[src/rtl/sdr_seq_pkg.sv]
package sdr_seq_pkg;

    // Command codes as {ras_n, cas_n, we_n}
    typedef enum logic [2:0] {
        CMD_PRE   = 3'b010,
        CMD_WRITE = 3'b100,
        CMD_READ  = 3'b101,
        CMD_BST   = 3'b110,
        CMD_NOP   = 3'b111
    } sdr_cmd_e;

    typedef enum logic [1:0] {
        OP_READ  = 2'd0,
        OP_WRITE = 2'd1,
        OP_PRE   = 2'd2,
        OP_STOP  = 2'd3
    } seq_op_e;

    localparam int BLC_W     = 2;
    localparam int MAX_BEATS = 1 << ((1 << BLC_W) - 1);
    localparam int CNT_W     = $clog2(MAX_BEATS);

    // Beats remaining after the first one, for a burst length code
    function automatic logic [CNT_W-1:0] beats_after_first(input logic [BLC_W-1:0] code);
        return CNT_W'((1 << code) - 1);
    endfunction

endpackage

[src/rtl/sdr_cmd_issue.sv]
module sdr_cmd_issue
    import sdr_seq_pkg::*;
#(
    parameter int ADDR_W = 13,
    parameter int COL_W  = 10,
    parameter int AP_BIT = 10,
    parameter int BANK_W = 2
) (
    input  logic              clk,
    input  logic              rst,
    input  logic              acc,
    input  seq_op_e           op,
    input  logic [BANK_W-1:0] bank,
    input  logic [COL_W-1:0]  col,
    input  logic              ap,
    input  logic [BLC_W-1:0]  bl_code,
    output sdr_cmd_e          cmd,
    output logic [ADDR_W-1:0] addr,
    output logic [BANK_W-1:0] ba,
    output logic              beat_rd,
    output logic              beat_wr,
    output logic              arm_valid,
    output logic [BANK_W-1:0] arm_bank,
    output logic              arm_wr
);

    sdr_cmd_e          cmd_q, cmd_d;
    logic [ADDR_W-1:0] addr_q, addr_d;
    logic [BANK_W-1:0] ba_q;

    // Burst in flight: beat_q marks a command-side beat slot this cycle
    logic              beat_q;
    logic [CNT_W-1:0]  left_q;
    logic              wr_q;
    logic              ap_q;
    logic [BANK_W-1:0] bank_q;

    logic is_access, hits_burst, kill, cont;

    assign is_access  = acc && (op == OP_READ || op == OP_WRITE);
    assign hits_burst = acc && op == OP_PRE && (ap || bank == bank_q);
    assign kill       = (acc && op == OP_STOP) || hits_burst;
    assign cont       = beat_q && (left_q != '0);

    always_comb begin
        cmd_d  = CMD_NOP;
        addr_d = '0;
        if (acc) begin
            unique case (op)
                OP_READ:  cmd_d = CMD_READ;
                OP_WRITE: cmd_d = CMD_WRITE;
                OP_PRE:   cmd_d = CMD_PRE;
                default:  cmd_d = CMD_BST;
            endcase
            if (is_access) begin
                addr_d[COL_W-1:0] = col;
                addr_d[AP_BIT]    = ap;
            end else if (op == OP_PRE) begin
                addr_d[AP_BIT]    = ap;
            end
        end
    end

    always_ff @(posedge clk) begin
        if (rst) begin
            cmd_q  <= CMD_NOP;
            addr_q <= '0;
            ba_q   <= '0;
            beat_q <= 1'b0;
            left_q <= '0;
            wr_q   <= 1'b0;
            ap_q   <= 1'b0;
            bank_q <= '0;
        end else begin
            cmd_q  <= cmd_d;
            addr_q <= addr_d;
            ba_q   <= (acc && op != OP_STOP) ? bank : '0;
            if (is_access) begin
                beat_q <= 1'b1;
                left_q <= beats_after_first(bl_code);
                wr_q   <= (op == OP_WRITE);
                ap_q   <= ap;
                bank_q <= bank;
            end else if (kill) begin
                beat_q <= 1'b0;
                left_q <= '0;
            end else if (cont) begin
                left_q <= left_q - 1'b1;
            end else begin
                beat_q <= 1'b0;
            end
        end
    end

    assign cmd       = cmd_q;
    assign addr      = addr_q;
    assign ba        = ba_q;
    assign beat_rd   = beat_q && !wr_q;
    assign beat_wr   = beat_q && wr_q;
    // Final beat of an auto-closing burst: any later command comes too late to cut it
    assign arm_valid = beat_q && (left_q == '0) && ap_q;
    assign arm_bank  = bank_q;
    assign arm_wr    = wr_q;

endmodule

[src/rtl/sdr_rd_pipe.sv]
module sdr_rd_pipe #(
    parameter int MAX_CL = 4,
    parameter int CL_W   = 3
) (
    input  logic            clk,
    input  logic            rst,
    input  logic            beat_rd,
    input  logic [CL_W-1:0] cl,
    output logic            rd_valid,
    output logic            rd_busy
);

    logic [MAX_CL-1:0] pipe_q;

    always_ff @(posedge clk) begin
        if (rst) pipe_q <= '0;
        else     pipe_q <= {pipe_q[MAX_CL-2:0], beat_rd};
    end

    // Tap CL-1 is the beat issued CL cycles ago; anything at or before it is still owed
    always_comb begin
        int cl_i;
        cl_i = int'(cl);
        if (cl_i < 2)           cl_i = 2;
        else if (cl_i > MAX_CL) cl_i = MAX_CL;
        rd_valid = 1'b0;
        rd_busy  = beat_rd;
        for (int j = 0; j < MAX_CL; j++) begin
            if (j == cl_i - 1) rd_valid = pipe_q[j];
            if (j < cl_i)      rd_busy  = rd_busy | pipe_q[j];
        end
    end

endmodule

[src/rtl/sdr_close_timers.sv]
module sdr_close_timers #(
    parameter int BANK_W = 2,
    parameter int TWR_W  = 3
) (
    input  logic                   clk,
    input  logic                   rst,
    input  logic                   arm_valid,
    input  logic [BANK_W-1:0]      arm_bank,
    input  logic                   arm_wr,
    input  logic [TWR_W-1:0]       twr,
    output logic [(1<<BANK_W)-1:0] fire
);

    localparam int NBANK = 1 << BANK_W;

    logic [TWR_W-1:0] delay;
    assign delay = (twr == '0) ? TWR_W'(1) : twr;

    for (genvar b = 0; b < NBANK; b++) begin : g_bank
        logic [TWR_W-1:0] cnt_q;
        always_ff @(posedge clk) begin
            if (rst)
                cnt_q <= '0;
            else if (arm_valid && arm_bank == BANK_W'(b))
                cnt_q <= arm_wr ? delay : TWR_W'(1);
            else if (cnt_q != '0)
                cnt_q <= cnt_q - 1'b1;
        end
        assign fire[b] = (cnt_q == TWR_W'(1));
    end

endmodule

[src/rtl/sdr_burst_seq.sv]
module sdr_burst_seq
    import sdr_seq_pkg::*;
#(
    parameter int ADDR_W = 13,
    parameter int COL_W  = 10,
    parameter int AP_BIT = 10,
    parameter int BANK_W = 2,
    parameter int MAX_CL = 4,
    parameter int TWR_W  = 3,
    localparam int NBANK = 1 << BANK_W,
    localparam int CL_W  = $clog2(MAX_CL + 1)
) (
    input  logic              clk,
    input  logic              rst,
    input  logic              req_valid,
    input  logic [1:0]        req_op,
    input  logic [BANK_W-1:0] req_bank,
    input  logic [COL_W-1:0]  req_col,
    input  logic              req_ap,
    output logic              req_ready,
    input  logic [BLC_W-1:0]  cfg_bl,
    input  logic [CL_W-1:0]   cfg_cl,
    input  logic [TWR_W-1:0]  cfg_twr,
    output logic              sdr_ras_n,
    output logic              sdr_cas_n,
    output logic              sdr_we_n,
    output logic [ADDR_W-1:0] sdr_addr,
    output logic [BANK_W-1:0] sdr_ba,
    output logic              rd_valid,
    output logic              wr_take,
    output logic              close_evt,
    output logic [NBANK-1:0]  close_mask
);

    seq_op_e           op;
    sdr_cmd_e          cmd;
    logic              acc, rd_busy, beat_rd, beat_wr;
    logic              arm_valid, arm_wr;
    logic [BANK_W-1:0] arm_bank;
    logic [NBANK-1:0]  fire, pre_mask;

    assign op        = seq_op_e'(req_op);
    assign req_ready = (op != OP_WRITE) || !rd_busy;
    assign acc       = req_valid && req_ready;

    sdr_cmd_issue #(
        .ADDR_W(ADDR_W), .COL_W(COL_W), .AP_BIT(AP_BIT), .BANK_W(BANK_W)
    ) u_issue (
        .clk(clk), .rst(rst), .acc(acc), .op(op), .bank(req_bank), .col(req_col),
        .ap(req_ap), .bl_code(cfg_bl), .cmd(cmd), .addr(sdr_addr), .ba(sdr_ba),
        .beat_rd(beat_rd), .beat_wr(beat_wr), .arm_valid(arm_valid),
        .arm_bank(arm_bank), .arm_wr(arm_wr)
    );

    sdr_rd_pipe #(.MAX_CL(MAX_CL), .CL_W(CL_W)) u_rdpipe (
        .clk(clk), .rst(rst), .beat_rd(beat_rd), .cl(cfg_cl),
        .rd_valid(rd_valid), .rd_busy(rd_busy)
    );

    sdr_close_timers #(.BANK_W(BANK_W), .TWR_W(TWR_W)) u_timers (
        .clk(clk), .rst(rst), .arm_valid(arm_valid), .arm_bank(arm_bank),
        .arm_wr(arm_wr), .twr(cfg_twr), .fire(fire)
    );

    always_comb begin
        pre_mask = '0;
        if (cmd == CMD_PRE) begin
            if (sdr_addr[AP_BIT]) pre_mask = '1;
            else                  pre_mask[sdr_ba] = 1'b1;
        end
    end

    assign sdr_ras_n  = cmd[2];
    assign sdr_cas_n  = cmd[1];
    assign sdr_we_n   = cmd[0];
    assign wr_take    = beat_wr;
    assign close_mask = fire | pre_mask;
    assign close_evt  = |close_mask;

endmodule

[config.mk]
export PLATFORM = sky130hd
export DESIGN_NAME = sdr_burst_seq
export DESIGN_NICKNAME = d
export VERILOG_FILES = /design/src/rtl/sdr_seq_pkg.sv /design/src/rtl/sdr_cmd_issue.sv /design/src/rtl/sdr_rd_pipe.sv /design/src/rtl/sdr_close_timers.sv /design/src/rtl/sdr_burst_seq.sv
export SDC_FILE = /design/constraint.sdc
export NUM_CORES = 1
export LEC_CHECK = 0
export ABC_AREA = 1
export BUFFER_PORTS_ARGS = -buffer_cell sky130_fd_sc_hd__buf_2
export CORE_UTILIZATION = 40
export DETAILED_ROUTE_END_ITERATION = 16
export SETUP_SLACK_MARGIN = 0.5
export SYNTH_ARGS = -nofsm -noshare
export SYNTH_HDL_FRONTEND = slang
export SYNTH_SLANG_ARGS = --single-unit
[constraint.sdc]
create_clock -name clk -period 3.2 [get_ports clk]
set_clock_uncertainty 0.1 [all_clocks]
set_input_delay 0.16 -clock clk [delete_from_list [all_inputs] [get_ports clk]]
set_output_delay 0.16 -clock clk [all_outputs]
set_load 0.02 [all_outputs]
# --- Word level (Yosys, flattened, before mapping) ---
# Index checks and enable logic that the tools add are counted.
word_totals:
  reg_bits: 42
  elab_cells: 131
  input_bits: 26
  memories: 0
  rom_bits: 0
  latch_bits: 0
  mem_bits_rw: 0
classes:
  muxes: 33
  bitwise: 8
  reduce_logical: 41
  n_addsub: 7
  magnitude_cmp: 8
  shifts: 1
  n_div: 0
  eq_ne: 18
  mul: 0
op_table:
  columns: ["operator", "count"]
  rows:
  - ["3-bit by 32-bit equality test with 1-bit output, first input constant", 2]
  - ["3-bit by 32-bit less-than comparator with 1-bit output, first input constant", 2]
  - ["3-bit 2-to-1 mux", 14]
  - ["2-bit by 32-bit equality test with 1-bit output, first input constant", 1]
  - ["32-bit zero test", 1]
  - ["1-bit by 32-bit less-than comparator with 1-bit output, first input constant", 1]
  - ["2-bit by 32-bit less-than comparator with 1-bit output, first input constant", 1]
  - ["32-bit 2-to-1 mux", 1]
  - ["32-bit by 2-bit subtractor with 32-bit output, second input constant", 1]
  - ["3-bit nonzero test", 6]
  - ["1-bit logical AND", 16]
  - ["3-bit by 1-bit subtractor with 3-bit output, second input constant", 5]
  - ["1-bit 2-to-1 mux", 14]
  - ["3-bit by 1-bit equality test with 1-bit output, second input constant", 4]
  - ["3-bit case mux with 3 select lines", 1]
  - ["2-bit equality test, second input constant", 4]
  - ["4-bit 2-to-1 mux", 2]
  - ["2-bit nonzero test", 4]
  - ["3-bit zero test", 2]
  - ["2-bit by 1-bit equality test with 1-bit output, second input constant", 2]
  - ["2-bit zero test", 2]
  - ["1-bit logical OR", 4]
  - ["1-bit bitwise OR", 4]
  - ["4-bit bitwise OR", 1]
  - ["17 further kinds", 21]

# --- Logic depth before layout (Yosys ltp) ---
depth:
  ltp_word: 19
  depth_mapped: 15
  ltp_nobuf: 15

# --- By module ---
# From an unflattened synthesis, not the netlist that was laid out.
hier_totals:
  hier_cells: 320
  hier_area_um2: 2159.6
by_module_without_submodules:
  columns: ["module", "area_per_inst_um2", "cells_each", "seq_area_each_um2", "instances"]
  rows:
  - ["sdr_cmd_issue", 929.6, 122, 480.5, 1]
  - ["sdr_close_timers", 887.1, 137, 240.2, 1]
  - ["sdr_rd_pipe", 203.9, 29, 80.1, 1]
  - ["sdr_burst_seq", 138.9, 32, 0.0, 1]

# --- Least setup slack after synthesis ---
# OpenSTA, ideal clock, no wires.
synth_timing:
  path_kind: "register to output"
  start: "register u_issue.cmd_q[1] (netlist: u_issue.cmd[1])"
  end: "output close_evt"
  slack_ns: 1.193
  required_time_ns: 2.940
  stages_incl_launch_ff: 5
  arrival_time_ns: 1.747
  path_buffers: 0
  cell_sequence: "dfxtp_1 -> or3b_2 -> o21ai_0 -> nor2_1 -> nand2_1"
synth_between:
  elab_chain_cells: 4
synth_rtl:
  columns: ["item", "line", "rtl"]
  rows:
  - ["from (decl)", "sdr_cmd_issue.sv:27", "sdr_cmd_e cmd_q, cmd_d;"]
  - ["from (signal assigned)", "sdr_cmd_issue.sv:75", "cmd_q <= cmd_d;"]
  - ["3-bit by 2-bit equality test with 1-bit output", "sdr_burst_seq.sv:67", "if (cmd == CMD_PRE) begin"]
  - ["4-bit 2-to-1 mux", "sdr_burst_seq.sv:67", null]
  - ["4-bit bitwise OR", "sdr_burst_seq.sv:77", "assign close_mask = fire | pre_mask;"]
  - ["net close_mask[3]", "sdr_burst_seq.sv:32", "output logic [NBANK-1:0] close_mask"]
  - ["4-bit OR reduction", "sdr_burst_seq.sv:78", "assign close_evt = |close_mask;"]
  - ["to (decl)", "sdr_burst_seq.sv:31", "output logic close_evt,"]
# The timed path passes the listed nets, and every way through them passes these cells.

# --- Worst setup path in the final report ---
layout_timing:
  start: "register u_issue.cmd_q[0] (netlist: u_issue.cmd[0])"
  end: "output close_evt"
layout_between:
  elab_chain_cells: 4
layout_rtl:
  columns: ["item", "line"]
  rows:
  - ["3-bit by 2-bit equality test with 1-bit output", "sdr_burst_seq.sv:67"]
  - ["4-bit 2-to-1 mux", "sdr_burst_seq.sv:67"]
  - ["4-bit bitwise OR", "sdr_burst_seq.sv:77"]
  - ["4-bit OR reduction", "sdr_burst_seq.sv:78"]
# No other way between the ends.

==> results_dict.tcl <==
set metrics [dict create \
    outcome "completed" \
    htreeDepth 2 \
    crit_path_start_kind "register" \
    leakagePower_uw 0.00135 \
    finalCriticalPeriod_ps 1980 \
    routabilityCongestion 0.753 \
    slew_viol_final 0 \
    fp.dieW_um 75.3 \
    utilization_pct 52.1 \
    yosysUniqueCellTypes 32 \
    core_um2 5140 \
    clock_path_buffers 2 \
    drt_iter0_drc 54 \
    fin_tns_setup_ps 0 \
    cp_max_fo 4 \
    die-area_um2 5660 \
    wl_mm 4.54 \
    holdWs_ps 17.0 \
    crit_chain "or3b_2 > o21ai_0 > nor2_1 > nand2_1 > buf_2" \
    post_cts_buffers 0 \
    use_met2_pct 31.2 \
    synth_top_area_share_pct 37.3 \
    cts_sinks 40 \
    place_inst 410 \
    row_count 26 \
    fp.dieH_um 75.3 \
    netlist_top_cells_area "dfxtp_1, nand2_1, ha_1" \
    dp_hpwl_mm 3.31 \
    maxCapViolations 0 \
    grt_max_degree 17 \
    areaGrowthSynthToFinish_pct 24.7 \
    cts-root-buf "clkbuf_8" \
    vias 1929 \
    n_antenna_cell 0 \
    grt_pass1_vias 1768 \
    worstPathRequired_ps 2940 \
    synth_flop_cell "dfxtp_1" \
    hold_path_class "in2reg" \
    grt_pass1_wl_mm 7.69 \
    end_kind "output port" \
    cts_resized 0 \
    clock_latency_ps 300 \
    antenna_found_initial 0 \
    ys_seq_elements 40 \
    drcViolationCount 0 \
    async_flop_share_pct 0 \
    grt.total_usage_pct 18.5 \
    cts_tree "built" \
    yosysSeqAreaShare_pct 37.3 \
    overflow 0 \
    io_buffers 49 \
    clock.fmax_ghz 0.504 \
    mostFrequentLayoutCells "nand2_1, inv_1, buf_2" \
    stdcell_count 430 \
    use_met1_pct 22.4 \
    syn_area_per_cell_um2 7.23 \
    syn_inst 297 \
    grt_busiest_layer "met2" \
    layout_commonest_cell "nand2_1" \
    finalPower_uw 1770 \
    rsz0062_at_grt "no" \
    crit_path_max_incr_delay_ps 530 \
    netlist_area_um2 2150 \
    critPathKind "reg2out" \
    setup_viol 0 \
    vias_per_cell 4.49 \
    clk_pin_slew_ps 80 \
    yosysWarnings 0 \
    yosysTopAreaCell "dfxtp_1" \
    grtUsageMet3_pct 5.76 \
    hold_viol 0 \
    layout-drive-gt1-share_pct 22.5 \
    nets 401 \
    peakVddDrop_mv 0.251 \
    start_util_pct 41.8 \
    wire_per_inst_um 10.5 \
    cp.arrival_ps 1720 \
    numCtsBuffers 5 \
    finalCritPeriodShare_pct 61.9 \
    drt_pre_antenna_iters 4 \
    r2r_slack_ps 1400 \
    powerDensity_nw_per_um2 662 \
    io-pin-count 52 \
    synth_edf_count 0 \
    cp_slowest_cell "or3b_2" \
    ant_nets 0 \
]
registers in the layout, summed over array words and instances, names as in the netlist:
name,flops
u_timers.g_bank.cnt_q,12
u_issue.addr,11
u_rdpipe.pipe_q,4
u_issue.cmd,3
u_issue.left_q,3
u_issue.arm_bank,2
u_issue.ba,2
u_issue.ap_q,1
u_issue.arm_wr,1
u_issue.beat_q,1
kinds of logic after synthesis:
kind of cell | after synthesis | synth area share (%)
AO/OA/AOI/OAI | 47 | 11.7
XOR/XNOR | 5 | 2.04
adder cells (fa/ha/maj) | 16 | 9.32
buffers and inverters | 61 | 11.7
flip-flops | 40 | 37.3
other | 2 | 0.350
AND/OR/NAND/NOR | 126 | 27.6
power breakdown:
group	switching, uW	internal [uW]
combinational	411	288
clock	188	255
sequential	50.2	581
total	649	1120
cell type report:
type | count | area (um^2)
clock buffer | 6 | 82.6
clock inverter | 2 | 38.8
fill | 526 | 2460
inverter | 54 | 203
multi-input combinational | 197 | 1100
sequential | 40 | 801
tap | 70 | 87.6
timing repair buffer | 61 | 365
cells in the mapped netlist, types with 2 or more instances:
cell,instances
nor2_4,2
nand3b_1,2
o21ai_0,19
conb_1,2
a21oi_1,17
inv_2,2
buf_6,2
dfxtp_1,40
nand3_1,9
nor2_1,24
nand2_2,5
nand2_1,62
xnor2_1,4
nor2_2,9
buf_4,2
ha_1,16
clkbuf_1,3
inv_1,51
a31oi_1,6
nand4_1,4
nor3_1,4
o21ai_1,2
final timing paths:
kind,depth (start not counted),to,startpoint
max,5,close_evt,u_issue.cmd[0]$_SDFF_PP1_
min,2,u_issue.cmd[0]$_SDFF_PP1_,req_op[0]
max reg2reg,9,u_timers.g_bank[0].cnt_q[0]$_SDFFE_PP0P_,u_issue.left_q[0]$_SDFFE_PP0P_
min reg2reg,2,u_rdpipe.pipe_q[1]$_SDFF_PP0_,u_rdpipe.pipe_q[0]$_SDFF_PP0_
critical path, delay by kind of cell (launching register included):
kind | cells | cell delay, ps
simple gates | 3 | 670
compound gates | 1 | 290
flops | 1 | 320
buf+inv | 1 | 150
layer usage:
layer  part of all wire (%)  vias to the layer above
met1                     47                      847
met5                      0                        -
met3                    4.2                        5
met2                     48                       36
met4                    1.2                        0
li1                       -                     1041
repair_timing:
item / CTS / global route
hold endpoints to repair: 12 / 0
endpoints found under the setup margin: 0 / 0
hold buffers: 12 / 0
metrics by stage:
stage / worst slack, ps / instance area (um^2)
5_1_grt: 1050 / 2680
3_5_place_dp: 1210 / 2430
4_1_cts: 1190 / 2680
6_report: 1220 / 2680
3_3_place_gp: 1280 / 2430
2_1_floorplan: 1190 / 2150
No activity file was read; power rests on OpenSTA's default activity.
